## src/rtl/reload_timer_pkg.sv

```systemverilog
// Shared types for the double-buffered auto-reload timer.
// Assumes the counter is at least 7 bits wide so the control word fits in one write.
package reload_timer_pkg;

    // Control word; bit 0 is run, bit 6 is interrupt enable.
    typedef struct packed {
        logic irq_en;
        logic evt_mode;
        logic clk_sel;
        logic pwm_en;
        logic out_sel;
        logic aload;
        logic run;
    } ctrl_t;

    // Write-port register selection.
    typedef enum logic [1:0] {
        SEL_CTRL   = 2'd0,
        SEL_RELOAD = 2'd1,
        SEL_COUNT  = 2'd2,
        SEL_FLAG   = 2'd3
    } reg_sel_e;

    // Period choice: full range, or the range shifted down by 2, 3 or 4 bits.
    typedef enum logic [1:0] {
        BND_FULL  = 2'd0,
        BND_DIV4  = 2'd1,
        BND_DIV8  = 2'd2,
        BND_DIV16 = 2'd3
    } bound_e;

    // Picks the period from the control word.
    function automatic bound_e pick_bound(input ctrl_t c);
        if (!c.pwm_en || c.evt_mode) begin
            return BND_FULL;
        end
        case ({c.aload, c.out_sel})
            2'b00:   return BND_FULL;
            2'b01:   return BND_DIV4;
            2'b10:   return BND_DIV8;
            default: return BND_DIV16;
        endcase
    endfunction

endpackage

```

## src/rtl/rt_regs.sv

```systemverilog
// Write-port register file: control word, reload holding buffer, count-load
// strobe and the sticky overflow flag.
// Assumes one write per cycle; an overflow wins over a flag clear in the same cycle.
module rt_regs
    import reload_timer_pkg::*;
#(
    parameter int CNT_W = 8
) (
    input  logic             clk,
    input  logic             rst_n,
    input  logic             wr_en,
    input  logic [1:0]       wr_sel,
    input  logic [CNT_W-1:0] wr_data,
    input  logic             ovf,
    output ctrl_t            ctrl,
    output logic [CNT_W-1:0] hold,
    output logic             cnt_wr,
    output logic [CNT_W-1:0] cnt_wdata,
    output logic             flag
);
    localparam int CTRL_W = $bits(ctrl_t);

    reg_sel_e sel;
    logic     hit_ctrl;
    logic     hit_reload;
    logic     hit_flag;

    // Decode the write target.
    always_comb begin
        sel        = reg_sel_e'(wr_sel);
        hit_ctrl   = wr_en && (sel == SEL_CTRL);
        hit_reload = wr_en && (sel == SEL_RELOAD);
        hit_flag   = wr_en && (sel == SEL_FLAG);
        cnt_wr     = wr_en && (sel == SEL_COUNT);
        cnt_wdata  = wr_data;
    end

    // Control word register.
    always_ff @(posedge clk) begin
        if (!rst_n) begin
            ctrl <= '0;
        end else if (hit_ctrl) begin
            ctrl <= ctrl_t'(wr_data[CTRL_W-1:0]);
        end
    end

    // Reload holding buffer; write-only from software.
    always_ff @(posedge clk) begin
        if (!rst_n) begin
            hold <= '0;
        end else if (hit_reload) begin
            hold <= wr_data;
        end
    end

    // Sticky overflow flag, cleared by writing one to bit 0.
    always_ff @(posedge clk) begin
        if (!rst_n) begin
            flag <= 1'b0;
        end else if (ovf) begin
            flag <= 1'b1;
        end else if (hit_flag && wr_data[0]) begin
            flag <= 1'b0;
        end
    end

endmodule

```

## src/rtl/rt_core.sv

```systemverilog
// Counting core: step source selection, event edge detection, period mask,
// overflow detection, count reload and the active reload register.
// Assumes the event input is already synchronous to clk.
module rt_core
    import reload_timer_pkg::*;
#(
    parameter int CNT_W = 8
) (
    input  logic             clk,
    input  logic             rst_n,
    input  ctrl_t            ctrl,
    input  logic [CNT_W-1:0] hold,
    input  logic             cnt_wr,
    input  logic [CNT_W-1:0] cnt_wdata,
    input  logic             tick_cpu,
    input  logic             tick_osc,
    input  logic             evt_in,
    output logic [CNT_W-1:0] cnt,
    output logic [CNT_W-1:0] active,
    output logic [CNT_W-1:0] mask,
    output logic             step,
    output logic             ovf,
    output logic             pwm_mode,
    output logic             reload_en
);
    localparam logic [CNT_W-1:0] ONES = {CNT_W{1'b1}};
    localparam logic [CNT_W-1:0] ONE  = CNT_W'(1);

    logic             evt_q;
    logic             evt_rise;
    logic             tick_sel;
    bound_e           bnd;
    logic [CNT_W-1:0] cnt_nxt;

    // Remember the last event level for rising-edge detection.
    always_ff @(posedge clk) begin
        if (!rst_n) begin
            evt_q <= 1'b0;
        end else begin
            evt_q <= evt_in;
        end
    end

    // Step source, period mask and overflow condition.
    always_comb begin
        evt_rise  = evt_in && !evt_q;
        tick_sel  = ctrl.clk_sel ? tick_osc : tick_cpu;
        step      = ctrl.run && (ctrl.evt_mode ? evt_rise : tick_sel);
        pwm_mode  = ctrl.pwm_en && !ctrl.evt_mode;
        reload_en = ctrl.aload && !pwm_mode;
        bnd       = pick_bound(ctrl);
        case (bnd)
            BND_FULL: mask = ONES;
            BND_DIV4: mask = ONES >> 2;
            BND_DIV8: mask = ONES >> 3;
            default:  mask = ONES >> 4;
        endcase
        ovf = step && ((cnt & mask) == mask);
    end

    // Next count: a software load first, then overflow, then a plain step.
    always_comb begin
        cnt_nxt = cnt;
        if (cnt_wr) begin
            cnt_nxt = cnt_wdata;
        end else if (ovf) begin
            cnt_nxt = reload_en ? hold : '0;
        end else if (step) begin
            cnt_nxt = cnt + ONE;
        end
    end

    // Count register.
    always_ff @(posedge clk) begin
        if (!rst_n) begin
            cnt <= '0;
        end else begin
            cnt <= cnt_nxt;
        end
    end

    // Active reload register, loaded from the holding buffer at overflow.
    always_ff @(posedge clk) begin
        if (!rst_n) begin
            active <= '0;
        end else if (ovf) begin
            active <= hold;
        end
    end

endmodule

```

## src/rtl/rt_pwm.sv

```systemverilog
// PWM/buzzer output stage: compares the masked count with the masked active
// reload value. REG_OUT=1 registers the result for a glitch-free pin.
// Assumes mask has only low-order ones.
module rt_pwm #(
    parameter int CNT_W   = 8,
    parameter bit REG_OUT = 1'b1
) (
    input  logic             clk,
    input  logic             rst_n,
    input  logic             pwm_mode,
    input  logic [CNT_W-1:0] cnt,
    input  logic [CNT_W-1:0] active,
    input  logic [CNT_W-1:0] mask,
    output logic             pwm
);
    logic duty_hi;

    // Duty compare over the bits inside the period.
    always_comb begin
        duty_hi = pwm_mode && ((cnt & mask) < (active & mask));
    end

    generate
        if (REG_OUT) begin : g_reg
            logic pwm_q;
            // Register the compare result.
            always_ff @(posedge clk) begin
                if (!rst_n) begin
                    pwm_q <= 1'b0;
                end else begin
                    pwm_q <= duty_hi;
                end
            end
            assign pwm = pwm_q;
        end else begin : g_comb
            assign pwm = duty_hi;
        end
    endgenerate

endmodule

```

## src/rtl/reload_timer.sv

```systemverilog
// Top level of the double-buffered auto-reload timer/counter.
// Assumes the tick inputs are one-cycle strobes from an external prescaler.
module reload_timer
    import reload_timer_pkg::*;
#(
    parameter int CNT_W = 8
) (
    input  logic             clk,
    input  logic             rst_n,
    input  logic             wr_en,
    input  logic [1:0]       wr_sel,
    input  logic [CNT_W-1:0] wr_data,
    input  logic             tick_cpu,
    input  logic             tick_osc,
    input  logic             evt_in,
    output logic [CNT_W-1:0] cnt_o,
    output logic             flag_o,
    output logic             irq_o,
    output logic             pwm_o
);
    ctrl_t            ctrl;
    logic [CNT_W-1:0] hold;
    logic             cnt_wr;
    logic [CNT_W-1:0] cnt_wdata;
    logic             flag;
    logic [CNT_W-1:0] cnt;
    logic [CNT_W-1:0] active;
    logic [CNT_W-1:0] mask;
    logic             step;
    logic             ovf;
    logic             pwm_mode;
    logic             reload_en;

    rt_regs #(.CNT_W(CNT_W)) u_regs (
        .clk       (clk),
        .rst_n     (rst_n),
        .wr_en     (wr_en),
        .wr_sel    (wr_sel),
        .wr_data   (wr_data),
        .ovf       (ovf),
        .ctrl      (ctrl),
        .hold      (hold),
        .cnt_wr    (cnt_wr),
        .cnt_wdata (cnt_wdata),
        .flag      (flag)
    );

    rt_core #(.CNT_W(CNT_W)) u_core (
        .clk       (clk),
        .rst_n     (rst_n),
        .ctrl      (ctrl),
        .hold      (hold),
        .cnt_wr    (cnt_wr),
        .cnt_wdata (cnt_wdata),
        .tick_cpu  (tick_cpu),
        .tick_osc  (tick_osc),
        .evt_in    (evt_in),
        .cnt       (cnt),
        .active    (active),
        .mask      (mask),
        .step      (step),
        .ovf       (ovf),
        .pwm_mode  (pwm_mode),
        .reload_en (reload_en)
    );

    rt_pwm #(.CNT_W(CNT_W), .REG_OUT(1'b1)) u_pwm (
        .clk      (clk),
        .rst_n    (rst_n),
        .pwm_mode (pwm_mode),
        .cnt      (cnt),
        .active   (active),
        .mask     (mask),
        .pwm      (pwm_o)
    );

    // Drive the observable outputs.
    always_comb begin
        cnt_o  = cnt;
        flag_o = flag;
        irq_o  = flag && ctrl.irq_en;
    end

endmodule

```

## config.mk

```make
export PLATFORM = sky130hd
export DESIGN_NAME = reload_timer
export DESIGN_NICKNAME = d
export VERILOG_FILES = /design/src/rtl/reload_timer_pkg.sv /design/src/rtl/rt_regs.sv /design/src/rtl/rt_core.sv /design/src/rtl/rt_pwm.sv /design/src/rtl/reload_timer.sv
export SDC_FILE = /design/constraint.sdc
export NUM_CORES = 1
export LEC_CHECK = 0
export BUFFER_PORTS_ARGS = -buffer_cell sky130_fd_sc_hd__buf_2
export CELL_PAD_IN_SITES_DETAIL_PLACEMENT = 0
export CELL_PAD_IN_SITES_GLOBAL_PLACEMENT = 1
export CORE_ASPECT_RATIO = 0.5
export CORE_MARGIN = 8
export CORE_UTILIZATION = 45
export CTS_BUF_LIST = sky130_fd_sc_hd__clkbuf_4 sky130_fd_sc_hd__clkbuf_8
export DETAILED_ROUTE_END_ITERATION = 8
export GPL_TIMING_DRIVEN = 0
export PLACE_DENSITY = 0.86
export SYNTH_ARGS = -nofsm -noshare
export SYNTH_HDL_FRONTEND = slang
export SYNTH_SLANG_ARGS = --single-unit
export TNS_END_PERCENT = 1
```

## constraint.sdc

```tcl
create_clock -name clk -period 2.7 [get_ports clk]
set_input_delay 0.81 -clock clk [delete_from_list [all_inputs] [get_ports clk]]
set_output_delay 0.81 -clock clk [all_outputs]
set_load 0.01 [all_outputs]
```

==> results of run 1 <==
-- cell usage in the layout, fill, tap and decap left out, drive strengths merged, types with 2 or more instances in the layout --
| master | count |
|---|---|
| dfxtp | 34 |
| buf | 29 |
| nor2 | 23 |
| nand2 | 19 |
| a21oi | 15 |
| mux2i | 15 |
| o21ai | 15 |
| clkbuf | 15 |
| nand3 | 13 |
| and2 | 9 |
| ha | 8 |
| inv | 7 |
| nand4 | 6 |
| nor3 | 4 |
| a2111oi | 4 |
| o31ai | 3 |
| nor4 | 3 |
| xnor2 | 3 |
| a21o | 3 |
| nor2b | 3 |
| nand2b | 2 |
| a31oi | 2 |
| nand3b | 2 |
| xor2 | 2 |
| and3 | 2 |
| a221o | 2 |
| nor3b | 2 |
-- worst max-delay path, stage by stage (launching register included) --
cell	delay, ns
dfxtp_1	0.46
ha_1	0.24
nand3_1	0.20
a2111oi_2	0.67
buf_2	0.33
nand4_1	0.10
and3_1	0.18
-- per-layer routing --
layer,wire length (µm),part of all wire [%]
met5,0,0
met4,42,0.82
met3,400,7.8
met2,2040,40
met1,2660,52
-- flip-flops by register name, summed over array words and instances (netlist names) --
register and count:
u_core.cnt 8, u_core.active 8, u_regs.ctrl 7, u_core.evt_q 1, u_regs.hold 8, u_pwm.pwm 1
u_regs.flag 1
-- cell type report --
type | count | area [µm²] | area share [%]
timing repair buffer | 25 | 125 | 5.76
clock buffer | 6 | 82.6 | 3.80
multi-input combinational | 173 | 1110 | 51.1
tap | 54 | 67.6 | 3.11
inverter | 7 | 26.3 | 1.21
buffer | 13 | 50.0 | 2.30
clock inverter | 1 | 30.0 | 1.38
sequential | 34 | 681 | 31.3
-- through the flow --
stage / setup WS [ns] / instance area, µm² / cells / power [µW] / util (%)
floorplan: 0.598 / 1870 / 227 / 612 / -
global placement: 0.182 / 2060 / 306 / 657 / 52.2
detailed placement: 0.172 / 2060 / 306 / 659 / 52.2
CTS: 0.442 / 2170 / 313 / 1140 / 55.1
global route: 0.233 / 2170 / 313 / 1180 / 55.1
finish: 0.390 / 2170 / 313 / 1130 / 55.1
-- kinds of logic (layout without fill, tap and decap cells) --
group / count (synthesis) / after routing / share of synthesized area, %
flip-flops: 34 / 34 / 36.5
XOR/XNOR: 5 / 5 / 2.35
adder cells (fa/ha/maj): 8 / 8 / 5.36
buffers and inverters: 20 / 52 / 4.09
AND/OR/NAND/NOR: 91 / 91 / 24.7
multiplexers: 15 / 15 / 8.04
AO/OA/AOI/OAI: 54 / 54 / 19.0
-- synthesized netlist by cell type, types with 2 or more instances --
master,instances
a2111oi_0,3
a21o_1,3
a21oi_1,15
a221o_1,2
a31oi_1,2
and2_1,9
and3_1,2
buf_1,3
clkbuf_1,9
dfxtp_1,34
ha_1,8
inv_1,6
mux2i_1,15
nand2_1,19
nand2b_1,2
nand3_1,13
nand3b_1,2
nand4_1,6
nor2_1,23
nor2b_1,2
nor3_1,4
nor3b_1,2
nor4_1,3
o21ai_0,13
o21ai_1,2
o31ai_1,3
xnor2_1,3
xor2_1,2
-- power by group through the flow --
stage	clock network, µW	logic [µW]	registers (µW)
floorplan	0	70.9	542
global placement	0	112	544
detailed placement	0	114	545
CTS	488	115	533
global route	512	128	536
finish	480	115	534
-- path summary, 6_finish.rpt --
| kind | startpoint | endpoint | depth (start not counted) |
|---|---|---|---|
| max | u_core.cnt[1] | u_core.cnt[0] | 6 |
| min | u_core.active[2] | u_core.active[2] | 2 |
| max reg2reg | u_core.cnt[1] | u_core.cnt[0] | 6 |
| min reg2reg | u_core.active[2] | u_core.active[2] | 2 |
==> impl_metrics.tcl, run 1 <==
set metrics [dict create \
    status "completed" \
    average_via_count_per_standard_cell 5.74 \
    chipHeight_um 61.5 \
    finalCriticalPeriod_ns 2.31 \
    fp-row-count 16 \
    gr-usage-met1_pct 24.1 \
    critPathMaxFanout 10 \
    layout.nets 283 \
    drt_first_iter_violations 179 \
    gr-usage-met2_pct 22.4 \
    grt_overflow 0 \
    cts_buffers 5 \
    cts-hold-fix-buffers 0 \
    max_freq_mhz 433 \
    clkLatencyLatePin_ns 0.29 \
    total_leakage_power_uw 0.000868 \
    finalHoldWorstSlack_ns 0.476 \
    ff2ff_setup_slack_ns 0.39 \
    io_buffers 25 \
    num_vias 1797 \
    power_density_mw_per_mm2 520 \
    post_synth_num_cell_types 45 \
    count_of_flip_flops_with_a_built_in_enable_after_synthesis 0 \
    power.clock.fraction_pct 42.5 \
    power.switching_fraction_pct 23.9 \
    flow.area_growth_from_synthesis_pct 16.4 \
    cts_resized 0 \
    synthTopCellsByArea "dfxtp_1, mux2i_1, ha_1, nor2_1, a21oi_1" \
    grt_pass1_vias 1659 \
    power.combinational.fraction_pct 10.2 \
    power.sequential.fraction_pct 47.3 \
    clk_pin_slew_ns 0.07 \
    endpoints_failing_setup 0 \
    post_cts_buffers 0 \
    detail_route.wirelength_um 5140 \
    initial_core_util_pct 47.3 \
    synth.ff_latch_count 34 \
    path_class "reg -> reg" \
    fin_crit_share_pct 85.6 \
    post-dp-hpwl_um 3830 \
    hold_path_class "reg -> reg" \
    async_reset_ff_share_pct 0 \
    grt.busiest_layer "met1" \
    max_transition_viols_final 0 \
    initial_antenna_violation_count 0 \
    vdd_drop_max_v 0.000245 \
    yosysWarnings 0 \
    worst_clock_skew_ns 0.0109 \
    globalRouteTotalUtil_pct 16.3 \
    first_pass_grt_wire_length_um 8350 \
    syn-instance-count 227 \
    grt_start_max_net_pins 11 \
    cap_viol_max_count 0 \
    synthesis.nets 251 \
    netlist.top_cell.by_area "dfxtp_1" \
    relSlewSlack_pct 53.2 \
    synth.cell_area_mm2 0.00187 \
    ys.flop_type "dfxtp_1" \
    final.setup.tns_ns 0 \
    grt_setup_unrepaired "no" \
    route.antenna.remaining_nets 0 \
    dieArea_mm2 0.00659 \
    dr_wl_cell_um 16.4 \
    n_fill_cell 395 \
    core_mm2 0.00394 \
    critPathCaptureType "register" \
    htree_levels 2 \
    chipWidth_um 107 \
    worstMarginPinSlew_ns 0.701 \
    remaining_drc_errors 0 \
    gp_congestion 0.849 \
    cell_internal_pwr_uw 860 \
    cts_buffer_depth 2 \
    post_route_cells_drive_above_1_share_pct 13.9 \
    critical_path_arrival_ns 2.49 \
    clock_sinks 34 \
    synth_seq_area_share_pct 36.5 \
    fraction_of_met3_tracks_used_by_global_routing_pct 3.65 \
    cts-root-buf "clkbuf_8" \
    power.switching_uw 270 \
    ioPinCount 27 \
    crit_path_start_kind "register" \
    finalHoldViolations 0 \
    dr.pass1.iters 4 \
    timing.critical_path.required_ns 2.87 \
    synth_largest_type_area_fraction_pct 36.5 \
    synth.avg_cell_area_um2 8.22 \
    tritoncts_clock_tree "yes" \
    antenna-diode-count 0 \
]
Note: power is estimated with default switching activity, not from simulation.
==> run 2, diff against run 1 <==
BUFFER_PORTS_ARGS = not set   (was -buffer_cell sky130_fd_sc_hd__buf_2)
CORE_ASPECT_RATIO = not set   (was 0.5)
DONT_BUFFER_PORTS = 1   (was not set)
PLACE_DENSITY = 0.79   (was 0.86)
==> run 2 against run 1 <==
Compared with the run above:
- routed wire length is 0.31% lower
- sequential share of layout area grew 2.3 points
- fmax shrank 2.0%
- clock power decreased by 16%
- die area decreased by 1.9%
- non-clock buffer count is 25 lower
- clock-buffer cell count rose by 1
- largest cell class unchanged
==> impl_metrics.tcl, run 2 (synthesized netlist as in run 1, its figures left out) <==
set metrics [dict create \
    cts_buffer_depth 2 \
    cts_buffers 5 \
    grt_overflow 0 \
    htree_levels 2 \
    dpl_cell_area_mm2 0.00193 \
    initial_core_util_pct 46.7 \
    min_from "u_core.active[3]" \
    critPathMaxFanout 6 \
    layout_common_cells "dfxtp_1, nor2_1, nand2_1, a21oi_1, mux2i_1" \
    status "completed" \
    dr.pass1.iters 4 \
    path_class "reg -> reg" \
    dieArea_mm2 0.00647 \
    dr_wl_cell_um 18.0 \
    timing.critical_path.required_ns 2.87 \
    crit_path_start_kind "register" \
    design_power_total_uw 1030 \
    post-dp-hpwl_um 3760 \
    worst_clock_skew_ns 0.00870 \
    startpoint_of_the_worst_register_to_register_path "u_core.cnt[1]" \
    ioPinCount 27 \
    fin_crit_share_pct 87.3 \
    chipWidth_um 80.4 \
    grt_start_max_net_pins 11 \
    dr_wl_met2_um 2350 \
    endpoints_failing_setup 0 \
    hold_path_class "reg -> reg" \
    routedLengthMet1_um 2430 \
    register_area_um2 681 \
    chipHeight_um 80.4 \
    critical_path_arrival_ns 2.52 \
    cts_resized 0 \
    first_pass_grt_wire_length_um 8410 \
    multi_input_area_mm2 0.00111 \
    timing.rr.end "u_core.cnt[3]" \
    tritoncts_clock_tree "yes" \
    final.setup.tns_ns 0 \
    gp_congestion 0.886 \
    io_buffers 0 \
    postLayoutCellArea_mm2 0.00202 \
    ff2ff_setup_slack_ns 0.34 \
    antenna-diode-count 0 \
    reg_top3 "u_core.active x8, u_core.cnt x8, u_regs.hold x8" \
    power_density_mw_per_mm2 508 \
    fp-row-count 23 \
    total_leakage_power_uw 0.000748 \
    max_transition_viols_final 0 \
    grt_pass1_vias 1613 \
    cap_viol_max_count 0 \
    average_via_count_per_standard_cell 5.82 \
    worstMarginPinSlew_ns 0.634 \
    met3_length_um 306 \
    relSlewSlack_pct 57.7 \
    core_mm2 0.00400 \
    layout.nets 258 \
    drt_first_iter_violations 163 \
    worstRegToRegCells 5 \
    hold_path_end "u_core.active[3]" \
    initial_antenna_violation_count 0 \
    post_route_cells_drive_above_1_share_pct 5.11 \
    post_cts_buffers 0 \
    critPathCaptureType "register" \
    num_vias 1660 \
    detail_route.wirelength_um 5130 \
    clk_pin_slew_ns 0.07 \
    cts-root-buf "clkbuf_8" \
    max_freq_mhz 424 \
    top_layer_used "met4" \
    globalRouteTotalUtil_pct 16.4 \
    cts-hold-fix-buffers 0 \
    clkLatencyLatePin_ns 0.29 \
    flow.area_growth_from_synthesis_pct 8.44 \
    mostFrequentLayoutCell "dfxtp_1" \
    clock_sinks 34 \
    finalHoldViolations 0 \
    grt_setup_unrepaired "no" \
    route.antenna.remaining_nets 0 \
    remaining_drc_errors 0 \
    hold_path_depth 2 \
    n_fill_cell 419 \
    finalCriticalPeriod_ns 2.36 \
    vdd_drop_max_v 0.000388 \
]
[run 2: cell count changes in the layout (fill, tap and decap cells not counted), sizes merged]
cell    change
clkinv      +1
clkbuf      +1
buf        -25
bufinv      -1
[run 2: power breakdown]
part           internal [µW]  switching (µW)  total [µW]  leakage (µW)
registers                516            22.9         539      0.000276
logic                   37.8            51.4        89.2      0.000420
clock network            216             185         401     0.0000517
total                    769             260        1030      0.000748
[run 2: metal layers]
layer	global-route usage [%]	vias up
li1	-	835
met1	21.8	769
met2	26.1	52
met3	3.91	4
met4	3.82	0
met5	0	-
[run 2: stage by stage]
step                      utilization, %  setup WS, ns  hold WS [ns]  std cells
after global routing                50.6         0.239         0.496        285
final                               50.6         0.342         0.475        285
after detailed placement            48.2         0.253         0.469        277
after CTS                           50.6         0.368         0.479        285
after floorplan                        -         0.598         0.452        227
after global placement              48.2         0.241         0.466        277
[run 2: layout make-up]
| cell class | instances | area share [%] |
|---|---|---|
| inverter | 7 | 1.30 |
| clock inverter | 1 | 0.247 |
| buffer | 13 | 2.47 |
| multi-input combinational | 173 | 54.8 |
| tap | 50 | 3.09 |
| sequential | 34 | 33.6 |
| clock buffer | 7 | 4.45 |
[run 2: worst max-delay path by stage]
stage / start / to / slack (ns) / cells after the start
floorplan: tick_cpu / u_core.cnt[1] / 0.60 / 6
detailed placement: evt_in / u_core.cnt[3] / 0.25 / 6
finish: u_core.cnt[1] / u_core.cnt[3] / 0.34 / 5
CTS: u_core.cnt[1] / u_core.cnt[3] / 0.37 / 5
global route: u_core.cnt[1] / u_core.cnt[0] / 0.24 / 6
global placement: evt_in / u_core.cnt[4] / 0.24 / 6
[run 2: worst max-delay path, cell delays in order, from the launching register on]
cell       delay (ns)
dfxtp_1          0.52
ha_1             0.28
nand3_1          0.20
a2111oi_2        0.63
nand2_1          0.23
a221o_1          0.36
==> run 3, diff against run 2 <==
CORE_UTILIZATION = 44   (was 45)
PLACE_DENSITY = 0.81   (was 0.79)
clock period = 1.95 ns   (was 2.7 ns; I/O delays follow)
==> run 3 against run 2 <==
Compared with the run above:
- core utilization grew 3.3 points
- non-clock buffer count is 4 higher
- die area increased by 1.8%
- largest cell class unchanged
- global-route usage rose by 0.078 points
- final cell count is 1.4% higher
- sequential power rose by 38%
- sequential share of layout area down 1.7 points
==> impl_metrics.tcl, run 3 (synthesized netlist as in run 1, its figures left out) <==
set metrics [dict create \
    status "completed" \
    worstMarginPinSlew_ns 0.618 \
    max_freq_mhz 533 \
    finalCriticalPeriod_ns 1.87 \
    mostFrequentLayoutCell "dfxtp_1" \
    grt_overflow 0 \
    design_power_total_uw 1540 \
    num_vias 1737 \
    gp_congestion 0.817 \
    worst_clock_skew_ns 0.00806 \
    fp-row-count 23 \
    critPathMaxFanout 6 \
    layout.nets 262 \
    placement.setup.worst_slack_ns -0.404 \
    total_leakage_power_uw 0.000778 \
    average_via_count_per_standard_cell 6.01 \
    chipHeight_um 81.1 \
    io_buffers 0 \
    initial_antenna_violation_count 0 \
    post-dp-hpwl_um 3760 \
    endpoints_failing_setup 0 \
    timing.critical_path.required_ns 2.18 \
    finalHoldViolations 0 \
    layout_common_cells "dfxtp_1, nor2_1, nand2_1, a21oi_1, mux2i_1" \
    vdd_drop_max_v 0.000521 \
    postLayoutCellArea_mm2 0.00217 \
    critical_path_arrival_ns 2.11 \
    route.antenna.remaining_nets 0 \
    ff2ff_setup_slack_ns 0.08 \
    grt_start_max_net_pins 13 \
    fin_crit_share_pct 96.1 \
    post-route-worst-setup-slack_ns 0.0753 \
    detail_route.wirelength_um 5180 \
    flow.area_growth_from_synthesis_pct 16.4 \
    cts-root-buf "clkbuf_8" \
    clkLatencyLatePin_ns 0.29 \
    core_mm2 0.00403 \
    critPathCaptureType "register" \
    reg_top3 "u_core.active x8, u_core.cnt x8, u_regs.hold x8" \
    cap_viol_max_count 0 \
    htree_levels 2 \
    remaining_drc_errors 0 \
    tritoncts_clock_tree "yes" \
    chipWidth_um 81.1 \
    first_pass_grt_wire_length_um 8310 \
    dpl_cell_area_mm2 0.00193 \
    cts_buffers 5 \
    final.setup.tns_ns 0 \
    initial_core_util_pct 46.3 \
    grt_pass1_vias 1613 \
    hold_path_class "in -> reg" \
    globalRouteTotalUtil_pct 16.5 \
    ioPinCount 27 \
    crit_path_start_kind "register" \
    post_route_cells_drive_above_1_share_pct 13.4 \
    power_density_mw_per_mm2 707 \
    antenna-diode-count 0 \
    relSlewSlack_pct 58.8 \
    clk_pin_slew_ns 0.08 \
    path_class "reg -> reg" \
    cts_buffer_depth 2 \
    dr_wl_cell_um 17.9 \
    dieArea_mm2 0.00658 \
    dr.pass1.iters 5 \
    max_transition_viols_final 0 \
    clock_sinks 34 \
    drt_first_iter_violations 179 \
]
## run 3: final timing paths
path / from / depth (start not counted) / endpoint
worst max-delay path: u_regs.ctrl[5] / 5 / u_core.cnt[2]
worst min-delay path: evt_in / 1 / u_core.evt_q
worst max register to register: u_regs.ctrl[5] / 5 / u_core.cnt[2]
worst min register to register: u_core.active[2] / 2 / u_core.active[2]
## run 3: layer usage
layer / up-vias / wire [µm] / global-route usage [%]
met5: - / 0 / 0
met4: 0 / 67 / 5.36
met3: 8 / 558 / 5.52
met2: 87 / 2290 / 25.3
met1: 796 / 2260 / 21.3
li1: 846 / - / -
## run 3: where the power goes
part | leakage [µW] | switching [µW] | total, µW | internal, µW
combinational | 0.000448 | 75.3 | 131 | 56.2
sequential | 0.000280 | 33.2 | 746 | 713
clock | 0.0000504 | 279 | 659 | 380
total | 0.000778 | 387 | 1540 | 1150
## run 3: area by class of cell
cell class              instances  area, µm²
fillers                       415       1860
multi-input cells             173       1190
flip-flops and latches         34        694
clock buffers                   5       68.8
well taps                      50       62.6
plain buffers                  13       58.8
clock inverters                 3       45.0
repair buffers                  4       30.0
inverters                       7       26.3
## run 3: worst max-delay path, cell delays in order, from the launching register on
cell	delay, ns
dfxtp_2	0.35
nor2b_4	0.21
a31oi_1	0.17
a2111o_1	0.47
or4_1	0.52
o21ai_1	0.08
## run 3: metrics by stage
| stage | hold slack [ns] | std cells | utilization, % |
|---|---|---|---|
| after floorplan | 0.452 | 227 | - |
| after global placement | 0.468 | 277 | 47.9 |
| after detailed placement | 0.470 | 277 | 47.9 |
| after CTS | 0.416 | 287 | 51.9 |
| after global routing | 0.413 | 289 | 53.9 |
| final | 0.417 | 289 | 53.9 |
## run 3: repair_timing
action | CTS | global route
resized for setup | 8 | 21
setup buffers | 2 | 2
pin swaps | 2 | 2
hold buffers | 0 | 0
endpoints found under the setup margin | 18 | 17
